$ cat src/rtl/ptw_pkg.sv
package ptw_pkg;

  typedef enum logic [2:0] {
    FLT_NONE = 3'd0,
    FLT_ACV  = 3'd1,
    FLT_TNV  = 3'd2,
    FLT_TRD  = 3'd3,
    FLT_TWR  = 3'd4,
    FLT_TEX  = 3'd5
  } fault_e;

  typedef enum logic [1:0] {
    ST_IDLE = 2'd0,
    ST_WALK = 2'd1
  } walk_st_e;

  localparam int unsigned LEVELS    = 3;
  localparam int unsigned ENTRY_LG  = 3;   // 8-byte entries
  localparam int unsigned MODES     = 4;

  // entry bit positions
  localparam int unsigned E_VALID   = 0;
  localparam int unsigned E_TRD     = 1;
  localparam int unsigned E_TWR     = 2;
  localparam int unsigned E_TEX     = 3;
  localparam int unsigned E_RD_LSB  = 4;
  localparam int unsigned E_WR_LSB  = 8;
  localparam int unsigned E_PFN_LSB = 12;

  localparam logic [1:0] ACC_WRITE = 2'd1;

endpackage

$ cat src/rtl/ptw_va_split.sv
module ptw_va_split #(
  parameter int unsigned VA_W   = 64,
  parameter int unsigned OFFS_W = 13,
  localparam int unsigned IDX_W  = OFFS_W - ptw_pkg::ENTRY_LG,
  localparam int unsigned USED_W = OFFS_W + ptw_pkg::LEVELS * IDX_W
) (
  input  logic [VA_W-1:0]                       va_i,
  output logic [ptw_pkg::LEVELS-1:0][IDX_W-1:0] idx_o,
  output logic [OFFS_W-1:0]                     off_o,
  output logic                                  sign_ok_o
);

  // idx_o[0] = root, idx_o[1] = middle, idx_o[2] = leaf
  for (genvar g = 0; g < ptw_pkg::LEVELS; g++) begin : g_idx
    localparam int unsigned LSB = OFFS_W + (ptw_pkg::LEVELS - 1 - g) * IDX_W;
    assign idx_o[g] = va_i[LSB +: IDX_W];
  end

  assign off_o = va_i[OFFS_W-1:0];

  if (VA_W > USED_W) begin : g_upper
    localparam int unsigned UP_W = VA_W - USED_W + 1;
    logic [UP_W-1:0] upper;
    assign upper     = va_i[VA_W-1:USED_W-1];
    assign sign_ok_o = (&upper) | (~|upper);
  end else begin : g_noupper
    assign sign_ok_o = 1'b1;
  end

endmodule

$ cat src/rtl/ptw_perm_check.sv
module ptw_perm_check (
  input  logic [11:1]     attr_i,
  input  logic [1:0]      acc_i,
  input  logic [1:0]      mode_i,
  output ptw_pkg::fault_e fault_o,
  output logic [3:0]      rd_en_o,
  output logic [3:0]      wr_en_o
);
  import ptw_pkg::*;

  logic is_wr, is_ex, is_rd, allowed;

  assign rd_en_o = attr_i[E_RD_LSB +: MODES];
  assign wr_en_o = attr_i[E_WR_LSB +: MODES];

  assign is_wr = (acc_i == ACC_WRITE);
  assign is_ex = acc_i[1];
  assign is_rd = ~is_wr & ~is_ex;

  assign allowed = is_wr ? wr_en_o[mode_i] : rd_en_o[mode_i];

  always_comb begin
    if (!allowed)                   fault_o = FLT_ACV;
    else if (is_rd && attr_i[E_TRD]) fault_o = FLT_TRD;
    else if (is_wr && attr_i[E_TWR]) fault_o = FLT_TWR;
    else if (is_ex && attr_i[E_TEX]) fault_o = FLT_TEX;
    else                            fault_o = FLT_NONE;
  end

endmodule

$ cat src/rtl/ptw_seq.sv
module ptw_seq #(
  parameter int unsigned OFFS_W = 13,
  parameter int unsigned PFN_W  = 32,
  localparam int unsigned IDX_W = OFFS_W - ptw_pkg::ENTRY_LG,
  localparam int unsigned PA_W  = PFN_W + OFFS_W,
  localparam int unsigned PTE_W = ptw_pkg::E_PFN_LSB + PFN_W
) (
  input  logic                                  clk,
  input  logic                                  rst_n,
  input  logic                                  start_i,
  input  logic                                  sign_ok_i,
  input  logic [ptw_pkg::LEVELS-1:0][IDX_W-1:0] idx_i,
  input  logic [OFFS_W-1:0]                     off_i,
  input  logic [1:0]                            acc_i,
  input  logic [1:0]                            mode_i,
  input  logic [PFN_W-1:0]                      root_pfn_i,
  output logic                                  mem_req_o,
  output logic [PA_W-1:0]                       mem_addr_o,
  input  logic                                  mem_ack_i,
  input  logic [PTE_W-1:0]                      mem_rdata_i,
  input  ptw_pkg::fault_e                       perm_fault_i,
  input  logic [3:0]                            perm_rd_i,
  input  logic [3:0]                            perm_wr_i,
  output logic [1:0]                            acc_o,
  output logic [1:0]                            mode_o,
  output logic                                  busy_o,
  output logic                                  done_o,
  output logic [2:0]                            fault_o,
  output logic [1:0]                            level_o,
  output logic [PA_W-1:0]                       pa_o,
  output logic [3:0]                            rd_en_o,
  output logic [3:0]                            wr_en_o
);
  import ptw_pkg::*;

  localparam logic [1:0] LVL_LEAF = 2'(LEVELS - 1);

  walk_st_e                     st_q, st_d;
  logic [1:0]                   lvl_q, lvl_d;
  logic [PFN_W-1:0]             base_q, base_d;
  logic [LEVELS-1:0][IDX_W-1:0] idx_q;
  logic [OFFS_W-1:0]            off_q;
  logic [1:0]                   acc_q, mode_q;

  logic                         done_d;
  fault_e                       fault_d;
  logic [1:0]                   rlvl_d;
  logic [PA_W-1:0]              pa_d;
  logic [3:0]                   rd_d, wr_d;

  logic                         cap_en, adv_en;
  logic [IDX_W-1:0]             cur_idx;
  logic [PFN_W-1:0]             ent_pfn;
  logic                         ent_valid;

  assign cap_en    = (st_q == ST_IDLE) && start_i;
  assign ent_pfn   = mem_rdata_i[E_PFN_LSB +: PFN_W];
  assign ent_valid = mem_rdata_i[E_VALID];

  always_comb begin
    case (lvl_q)
      2'd0:    cur_idx = idx_q[0];
      2'd1:    cur_idx = idx_q[1];
      default: cur_idx = idx_q[2];
    endcase
  end

  assign mem_req_o  = (st_q == ST_WALK);
  assign mem_addr_o = {base_q, cur_idx, {ENTRY_LG{1'b0}}};
  assign busy_o     = (st_q != ST_IDLE);
  assign acc_o      = acc_q;
  assign mode_o     = mode_q;

  // next-state and result logic
  always_comb begin
    st_d    = st_q;
    lvl_d   = lvl_q;
    base_d  = base_q;
    adv_en  = 1'b0;
    done_d  = 1'b0;
    fault_d = FLT_NONE;
    rlvl_d  = lvl_q;
    pa_d    = '0;
    rd_d    = '0;
    wr_d    = '0;
    unique case (st_q)
      ST_IDLE: begin
        if (start_i) begin
          if (!sign_ok_i) begin
            done_d  = 1'b1;
            fault_d = FLT_ACV;
            rlvl_d  = 2'd0;
          end else begin
            st_d   = ST_WALK;
            lvl_d  = 2'd0;
            base_d = root_pfn_i;
            adv_en = 1'b1;
          end
        end
      end
      ST_WALK: begin
        if (mem_ack_i) begin
          if (!ent_valid) begin
            st_d    = ST_IDLE;
            done_d  = 1'b1;
            fault_d = FLT_TNV;
            rlvl_d  = lvl_q;
          end else if (lvl_q == LVL_LEAF) begin
            st_d    = ST_IDLE;
            done_d  = 1'b1;
            fault_d = perm_fault_i;
            rlvl_d  = lvl_q;
            rd_d    = perm_rd_i;
            wr_d    = perm_wr_i;
            if (perm_fault_i == FLT_NONE) pa_d = {ent_pfn, off_q};
          end else begin
            lvl_d  = lvl_q + 2'd1;
            base_d = ent_pfn;
            adv_en = 1'b1;
          end
        end
      end
      default: st_d = ST_IDLE;
    endcase
  end

  // control state
  always_ff @(posedge clk or negedge rst_n) begin
    if (!rst_n) begin
      st_q   <= ST_IDLE;
      lvl_q  <= '0;
      done_o <= 1'b0;
    end else begin
      st_q   <= st_d;
      lvl_q  <= lvl_d;
      done_o <= done_d;
    end
  end

  // walk context, loaded on an accepted start
  always_ff @(posedge clk or negedge rst_n) begin
    if (!rst_n) begin
      idx_q  <= '0;
      off_q  <= '0;
      acc_q  <= '0;
      mode_q <= '0;
    end else if (cap_en) begin
      idx_q  <= idx_i;
      off_q  <= off_i;
      acc_q  <= acc_i;
      mode_q <= mode_i;
    end
  end

  // current table frame
  always_ff @(posedge clk or negedge rst_n) begin
    if (!rst_n)      base_q <= '0;
    else if (adv_en) base_q <= base_d;
  end

  // result registers, loaded with the done strobe
  always_ff @(posedge clk or negedge rst_n) begin
    if (!rst_n) begin
      fault_o <= '0;
      level_o <= '0;
      pa_o    <= '0;
      rd_en_o <= '0;
      wr_en_o <= '0;
    end else if (done_d) begin
      fault_o <= fault_d;
      level_o <= rlvl_d;
      pa_o    <= pa_d;
      rd_en_o <= rd_d;
      wr_en_o <= wr_d;
    end
  end

endmodule

$ cat src/rtl/ptw_walker.sv
module ptw_walker #(
  parameter int unsigned PAGE_KB = 8,
  parameter int unsigned VA_W    = 64,
  parameter int unsigned PFN_W   = 32,
  localparam int unsigned OFFS_W = $clog2(PAGE_KB) + 10,
  localparam int unsigned IDX_W  = OFFS_W - ptw_pkg::ENTRY_LG,
  localparam int unsigned PA_W   = PFN_W + OFFS_W,
  localparam int unsigned PTE_W  = ptw_pkg::E_PFN_LSB + PFN_W
) (
  input  logic             clk,
  input  logic             rst_n,
  input  logic             start_i,
  input  logic [VA_W-1:0]  va_i,
  input  logic [1:0]       acc_i,
  input  logic [1:0]       mode_i,
  input  logic [PFN_W-1:0] root_pfn_i,
  output logic             mem_req_o,
  output logic [PA_W-1:0]  mem_addr_o,
  input  logic             mem_ack_i,
  input  logic [PTE_W-1:0] mem_rdata_i,
  output logic             busy_o,
  output logic             done_o,
  output logic [2:0]       fault_o,
  output logic [1:0]       level_o,
  output logic [PA_W-1:0]  pa_o,
  output logic [3:0]       rd_en_o,
  output logic [3:0]       wr_en_o
);

  logic [ptw_pkg::LEVELS-1:0][IDX_W-1:0] idx;
  logic [OFFS_W-1:0]                     off;
  logic                                  sign_ok;
  ptw_pkg::fault_e                       perm_fault;
  logic [3:0]                            perm_rd, perm_wr;
  logic [1:0]                            acc_q, mode_q;

  ptw_va_split #(
    .VA_W   (VA_W),
    .OFFS_W (OFFS_W)
  ) split_i (
    .va_i      (va_i),
    .idx_o     (idx),
    .off_o     (off),
    .sign_ok_o (sign_ok)
  );

  ptw_perm_check perm_i (
    .attr_i  (mem_rdata_i[11:1]),
    .acc_i   (acc_q),
    .mode_i  (mode_q),
    .fault_o (perm_fault),
    .rd_en_o (perm_rd),
    .wr_en_o (perm_wr)
  );

  ptw_seq #(
    .OFFS_W (OFFS_W),
    .PFN_W  (PFN_W)
  ) seq_i (
    .clk          (clk),
    .rst_n        (rst_n),
    .start_i      (start_i),
    .sign_ok_i    (sign_ok),
    .idx_i        (idx),
    .off_i        (off),
    .acc_i        (acc_i),
    .mode_i       (mode_i),
    .root_pfn_i   (root_pfn_i),
    .mem_req_o    (mem_req_o),
    .mem_addr_o   (mem_addr_o),
    .mem_ack_i    (mem_ack_i),
    .mem_rdata_i  (mem_rdata_i),
    .perm_fault_i (perm_fault),
    .perm_rd_i    (perm_rd),
    .perm_wr_i    (perm_wr),
    .acc_o        (acc_q),
    .mode_o       (mode_q),
    .busy_o       (busy_o),
    .done_o       (done_o),
    .fault_o      (fault_o),
    .level_o      (level_o),
    .pa_o         (pa_o),
    .rd_en_o      (rd_en_o),
    .wr_en_o      (wr_en_o)
  );

endmodule

$ cat config.mk
export PLATFORM = sky130hd
export DESIGN_NAME = ptw_walker
export DESIGN_NICKNAME = d
export VERILOG_FILES = /design/src/rtl/ptw_pkg.sv /design/src/rtl/ptw_va_split.sv /design/src/rtl/ptw_perm_check.sv /design/src/rtl/ptw_seq.sv /design/src/rtl/ptw_walker.sv
export SDC_FILE = /design/constraint.sdc
export NUM_CORES = 1
export LEC_CHECK = 0
export ABC_AREA = 1
export BUFFER_PORTS_ARGS = -buffer_cell sky130_fd_sc_hd__buf_2
export CAP_MARGIN = 20
export CORE_MARGIN = 1.5
export CORE_UTILIZATION = 54
export DETAILED_ROUTE_END_ITERATION = 8
export GPL_ROUTABILITY_DRIVEN = 0
export PLACE_DENSITY = 0.87
export SETUP_SLACK_MARGIN = 0.05
export SLEW_MARGIN = 20
export SYNTH_ARGS = -nofsm -noshare
export SYNTH_HDL_FRONTEND = slang
export SYNTH_SLANG_ARGS = --single-unit
$ cat constraint.sdc
create_clock -name clk -period 4.7 [get_ports clk]
set_clock_uncertainty 0.2 [all_clocks]
set_input_delay 0.235 -clock clk [delete_from_list [all_inputs] [get_ports clk]]
set_output_delay 0.235 -clock clk [all_outputs]
set_load 0.05 [all_outputs]
Yosys cells after proc, flatten, opt, wreduce, memory -nomap -nowiden --
Index checks and enable logic that the tools add are counted.
Operators by class: add/sub/neg operators 1, multiply operators 0, divide/modulo/power cells 0, magnitude comparators 1, equality and inequality tests 10, shifts and indexed selects 0, muxes and demuxes 62, bitwise gates (word level) 4, reductions and logical operators 15
Operator list (number):
- 2-to-1 mux 45 bit | 5
- 2-to-1 mux 32 bit | 5
- one-hot mux 32 bit (2 select lines) | 1
- 2-to-1 mux 4 bit | 8
- 2-to-1 mux 2 bit | 13
- 2-to-1 mux 3 bit | 8
- AND reduction 22 bit | 1
- OR reduction 22 bit | 1
- one-hot mux 10 bit (2 select lines) | 1
- 2-to-1 mux 1 bit | 14
- one-hot mux 2 bit (2 select lines) | 2
- AND reduction 7 bit | 1
- == test 2 x 1 -> 1 bit, second input constant | 3
- != test 2 x 1 -> 1 bit, second input constant | 3
- one-hot mux 3 bit (2 select lines) | 1
- AND reduction 6 bit | 1
- binary-select mux 1 bit (select 2 bit) | 2
- logical AND 1 bit | 4
- zero test 2 bit | 2
- != test 2 bit, second input constant | 2
- one-hot mux 1 bit (2 select lines) | 2
- AND reduction 4 bit | 1
- nonzero test 2 bit | 2
- zero test 3 bit | 1
- 8 further kinds | 9
Storage, ports and cells: flip-flop bits (word level) 142, latch bits 0, memory bits (writable) 0, ROM bits 0, bits of input ports 148, output and inout bits 106, word-level logic and storage cells 108, memories 0

Logic depth before layout (Yosys ltp) --
word-level depth 12, gate-level depth with buffers 11, depth with buffers taken out 10

Modules after synthesis --
Synthesis repeated with hierarchy kept, for this count alone.
Unflattened totals: cell total of the unflattened synthesis 957, area, all modules 7414.6 um2
Modules (own cells, without submodules):
- ptw_seq | instances 1, cells an instance 829, area an instance 6698.9 um2, sequential area each 3528.4 um2
- ptw_va_split | instances 1, cells an instance 82, area an instance 480.5 um2, sequential area each 0.0 um2
- ptw_perm_check | instances 1, cells an instance 46, area an instance 235.2 um2, sequential area each 0.0 um2

Worst setup path after synthesis --
Ideal clock, no wire load.
kind register to register, start reg seq_i.st_q[0], end reg seq_i.idx_q[10] in the netlist's numbering, library setup time 125 ps, data arrival time 1595 ps, data required time 4375 ps, path slack 2780 ps, cell stages (with the launch flop) 6, path buffers 2, period minus slack after synthesis 1920 ps, path through dfrtp_1 inv_2 nand2_2 buf_4 buf_4 mux2_2
On the way: cells in the longest elaborated chain, start to end 2
RTL lines:
- start, declared | RTL line ptw_seq.sv:38 | walk_st_e st_q, st_d;
- start signal, assigned | RTL line ptw_seq.sv:134 | st_q <= st_d;
- zero test 2 bit | RTL line ptw_seq.sv:56 | assign cap_en = (st_q == ST_IDLE) && start_i;
- logical AND 1 bit | RTL line ptw_seq.sv:56
- end signal, assigned | RTL line ptw_seq.sv:148 | idx_q <= idx_i;
- end, declared | RTL line ptw_seq.sv:41 | logic [LEVELS-1:0][IDX_W-1:0] idx_q;
No other way between the ends. A chain may end at the register's enable or synchronous reset.

Worst setup path in the final report --
start reg seq_i.lvl_q[0], end out mem_addr_o[7]
On the way: cells in the longest elaborated chain, start to end 2, elaborated cells between the ends (all ways) 3, those cells by class eq/ne: 1; mux: 1; reduce/logical: 1
RTL lines:
- start, declared | RTL line ptw_seq.sv:39 | logic [1:0] lvl_q, lvl_d;
- start signal, assigned | RTL line ptw_seq.sv:135 | lvl_q <= lvl_d;
- == test 2 x 1 -> 1 bit or zero test 2 bit (tied branches) | RTL line ptw_seq.sv:61 | case (lvl_q)
- one-hot mux 10 bit (2 select lines) (*) | RTL line ptw_seq.sv:61
- end, declared | RTL line ptw_walker.sv:18 | output logic [PA_W-1:0] mem_addr_o,
Every way passes the cells marked *; elsewhere a longest branch is shown, timed or not.

==> qor.yml <==
synth.cell_area_mm2: 0.006988
die_y_um: 116.8
p_total_mw: 3.176
ys_warn_count: 0
cts_buffer_depth: 2
synth_seq_cells: 141
clkSinkCount: 141
timing.final.crit_share: 0.6673
r2r_setup_slack_ns: 1.89
grt-ovfl-total: 0
period_minus_slack_ns: 3.136
dp_slack_ns: 1.961
whs_endpoint: "seq_i.pa_o[35]"
postCtsSetupRepairBufs: 0
tightest_slew_ns: 1.035
tns_ns: 0
min_from: "mem_rdata_i[34]"
synth_flop_cell: "dfrtp_1"
antenna_left: 0
finalMaxSlewViolations: 0
area_growth_pct: 39.66
ir_drop_mv: 0.2855
finalSetupViolations: 0
cts_max_level: 4
dp.cells: 1200
routed_via_density: 5.534
initial_utilization: 0.5537
ys_types: 31
status: "completed"
first_pass_iters: 6
regToRegStartpoint: "seq_i.st_q[0]"
wl_per_cell_um: 17.30
worst_slack_ns: 1.564
avgSynthCellArea_um2: 8.409
design_area_mm2: 0.009759
grt_pass1_vias: 7220
port_buffers: 250
clock-root-buffer: "clkbuf_16"
dieWidth_um: 116.8
worstRegToRegCells: 6
hold_violations: 0
r2r_end: "seq_i.pa_o[15]"
setup.worst_path.end_class: "primary output"
drc: 0
finalWirelength_mm: 22.96
grt_max_degree: 108
crit_type: "reg -> out"
grt_pass1_wl_mm: 35.00
drv_cap: 0
grt_setup_unrepaired: "false"
initialDrtViolationCount: 759
via_count: 7344
cts_buffers: 17
synth-seq-area-share: 0.5049
final_common_cell: "buf_2"
async_reset_ff_frac: 1.000
dieArea_mm2: 0.01363
fmax_ghz: 0.3188
pin_count: 254
p_per_area_mw_per_mm2: 325.4
cp_max_fo: 11
fin_nets: 1292
synth-edff-count: 0
min_path_cells: 5
grt_antenna_before_repair: 1
syn_inst: 831
cts_tree: "done"
finalNonFillerCells: 1327
hpwl_mm: 12.94
cp.arrival_ns: 2.70
core_mm2: 0.01262
drive_above_1_share: 0.2955
post_dp_cell_area_mm2: 0.008158
layout_common_cells: "249 x buf_2, 229 x nand2_1, 141 x dfrtp_1"
timing.hold.ws_ns: 0.01434
hold_path.class: "in -> reg"
critPathLaunchType: "flip-flop"
grtUsageTotal: 0.3366
clock_latency_ns: 0.42
max-slew-margin-rel: 0.3097
p_leak_nw: 5.563
postCtsResizedCells: 0
num_rows: 41
cts.clk_slew.worst_paths_ns: 0.06
utilization: 0.7733
crit_required_ns: 4.26
[per-layer routing]
layer / GRT usage / routed length [um] / vias to the layer above
li1: - / - / 3322
met1: 0.3704 / 8205 / 3459
met2: 0.6012 / 11800 / 466
met3: 0.07992 / 1915 / 97
met4: 0.1823 / 1034 / 0
met5: 0 / 0 / -
[flip-flops by register name, indices dropped and copies added, names as in the netlist]
signal / cells
seq_i.pa_o: 45
seq_i.done_o: 1
seq_i.level_o: 2
seq_i.idx_q: 30
seq_i.fault_o: 3
seq_i.off_q: 13
seq_i.base_q: 32
seq_i.rd_en_o: 4
seq_i.st_q: 1
seq_i.acc_o: 2
seq_i.mode_o: 2
seq_i.wr_en_o: 4
seq_i.lvl_q: 2
[worst max-delay path, stage by stage (launching register included)]
cell	delay [ns]
dfrtp_1	0.38
inv_1	0.10
ha_1	0.41
nor2_1	0.76
a22oi_1	0.21
nand2_1	0.15
buf_2	0.27
[cells in the mapped netlist, types with 3 or more instances]
cell / n / area (um^2)
mux2_2: 30 / 337.8
o21ai_0: 33 / 165.2
nor2_1: 82 / 307.8
buf_4: 14 / 105.1
inv_2: 4 / 15.01
ha_1: 3 / 37.54
nand3_2: 10 / 100.1
nand4_1: 46 / 287.8
a21oi_1: 17 / 85.08
inv_1: 63 / 236.5
clkbuf_1: 21 / 78.83
buf_2: 19 / 95.09
buf_6: 3 / 33.78
nand3_4: 3 / 52.55
a22oi_1: 10 / 75.07
nand3_1: 87 / 435.4
nand2_1: 230 / 863.3
dfrtp_1: 141 / 3528
[final cells by class]
| cell class | instances | area [um^2] |
|---|---|---|
| Clock inverter | 10 | 183.9 |
| Multi-Input combinational cell | 565 | 2872 |
| Tap cell | 172 | 215.2 |
| Fill cell | 807 | 2860 |
| Sequential cell | 141 | 3528 |
| Timing Repair Buffer | 348 | 2228 |
| Clock buffer | 22 | 474.2 |
| Inverter | 68 | 255.2 |
| Antenna cell | 1 | 2.502 |
[logic make-up after synthesis]
| kind of cell | share of synthesized area |
|---|---|
| simple gates | 0.3030 |
| other cells | 0.0005366 |
| compound gates | 0.05157 |
| flops | 0.5049 |
| fa+ha+maj | 0.005372 |
| mux | 0.04834 |
| buf+inv | 0.08630 |
[worst max path at each step]
stage                               from         endpoint  slack, ns  depth (start not counted)
after global routing      seq_i.lvl_q[0]    mem_addr_o[7]       1.47                          6
after floorplan            seq_i.st_q[0]  seq_i.idx_q[10]       2.78                          5
after detailed placement   seq_i.st_q[0]   seq_i.pa_o[15]       1.96                          6
after global placement     seq_i.st_q[0]   seq_i.pa_o[16]       2.07                          6
after CTS                 seq_i.lvl_q[0]    mem_addr_o[8]       1.68                          6
final                     seq_i.lvl_q[0]    mem_addr_o[7]       1.56                          6
[timing repair]
action / 4_1_cts / 5_1_grt
endpoints found under the setup margin: 0 / 0
hold endpoints to repair: 199 / 0
hold buffers: 94 / 0
[report_power, final]
part	total [mW]	leakage (nW)	internal [mW]	switching, mW
Clock	1.51	0.317	0.985	0.525
Sequential	1.28	1.85	1.25	0.0232
Combinational	0.389	3.40	0.159	0.230
(Power assumes the default switching activity.)
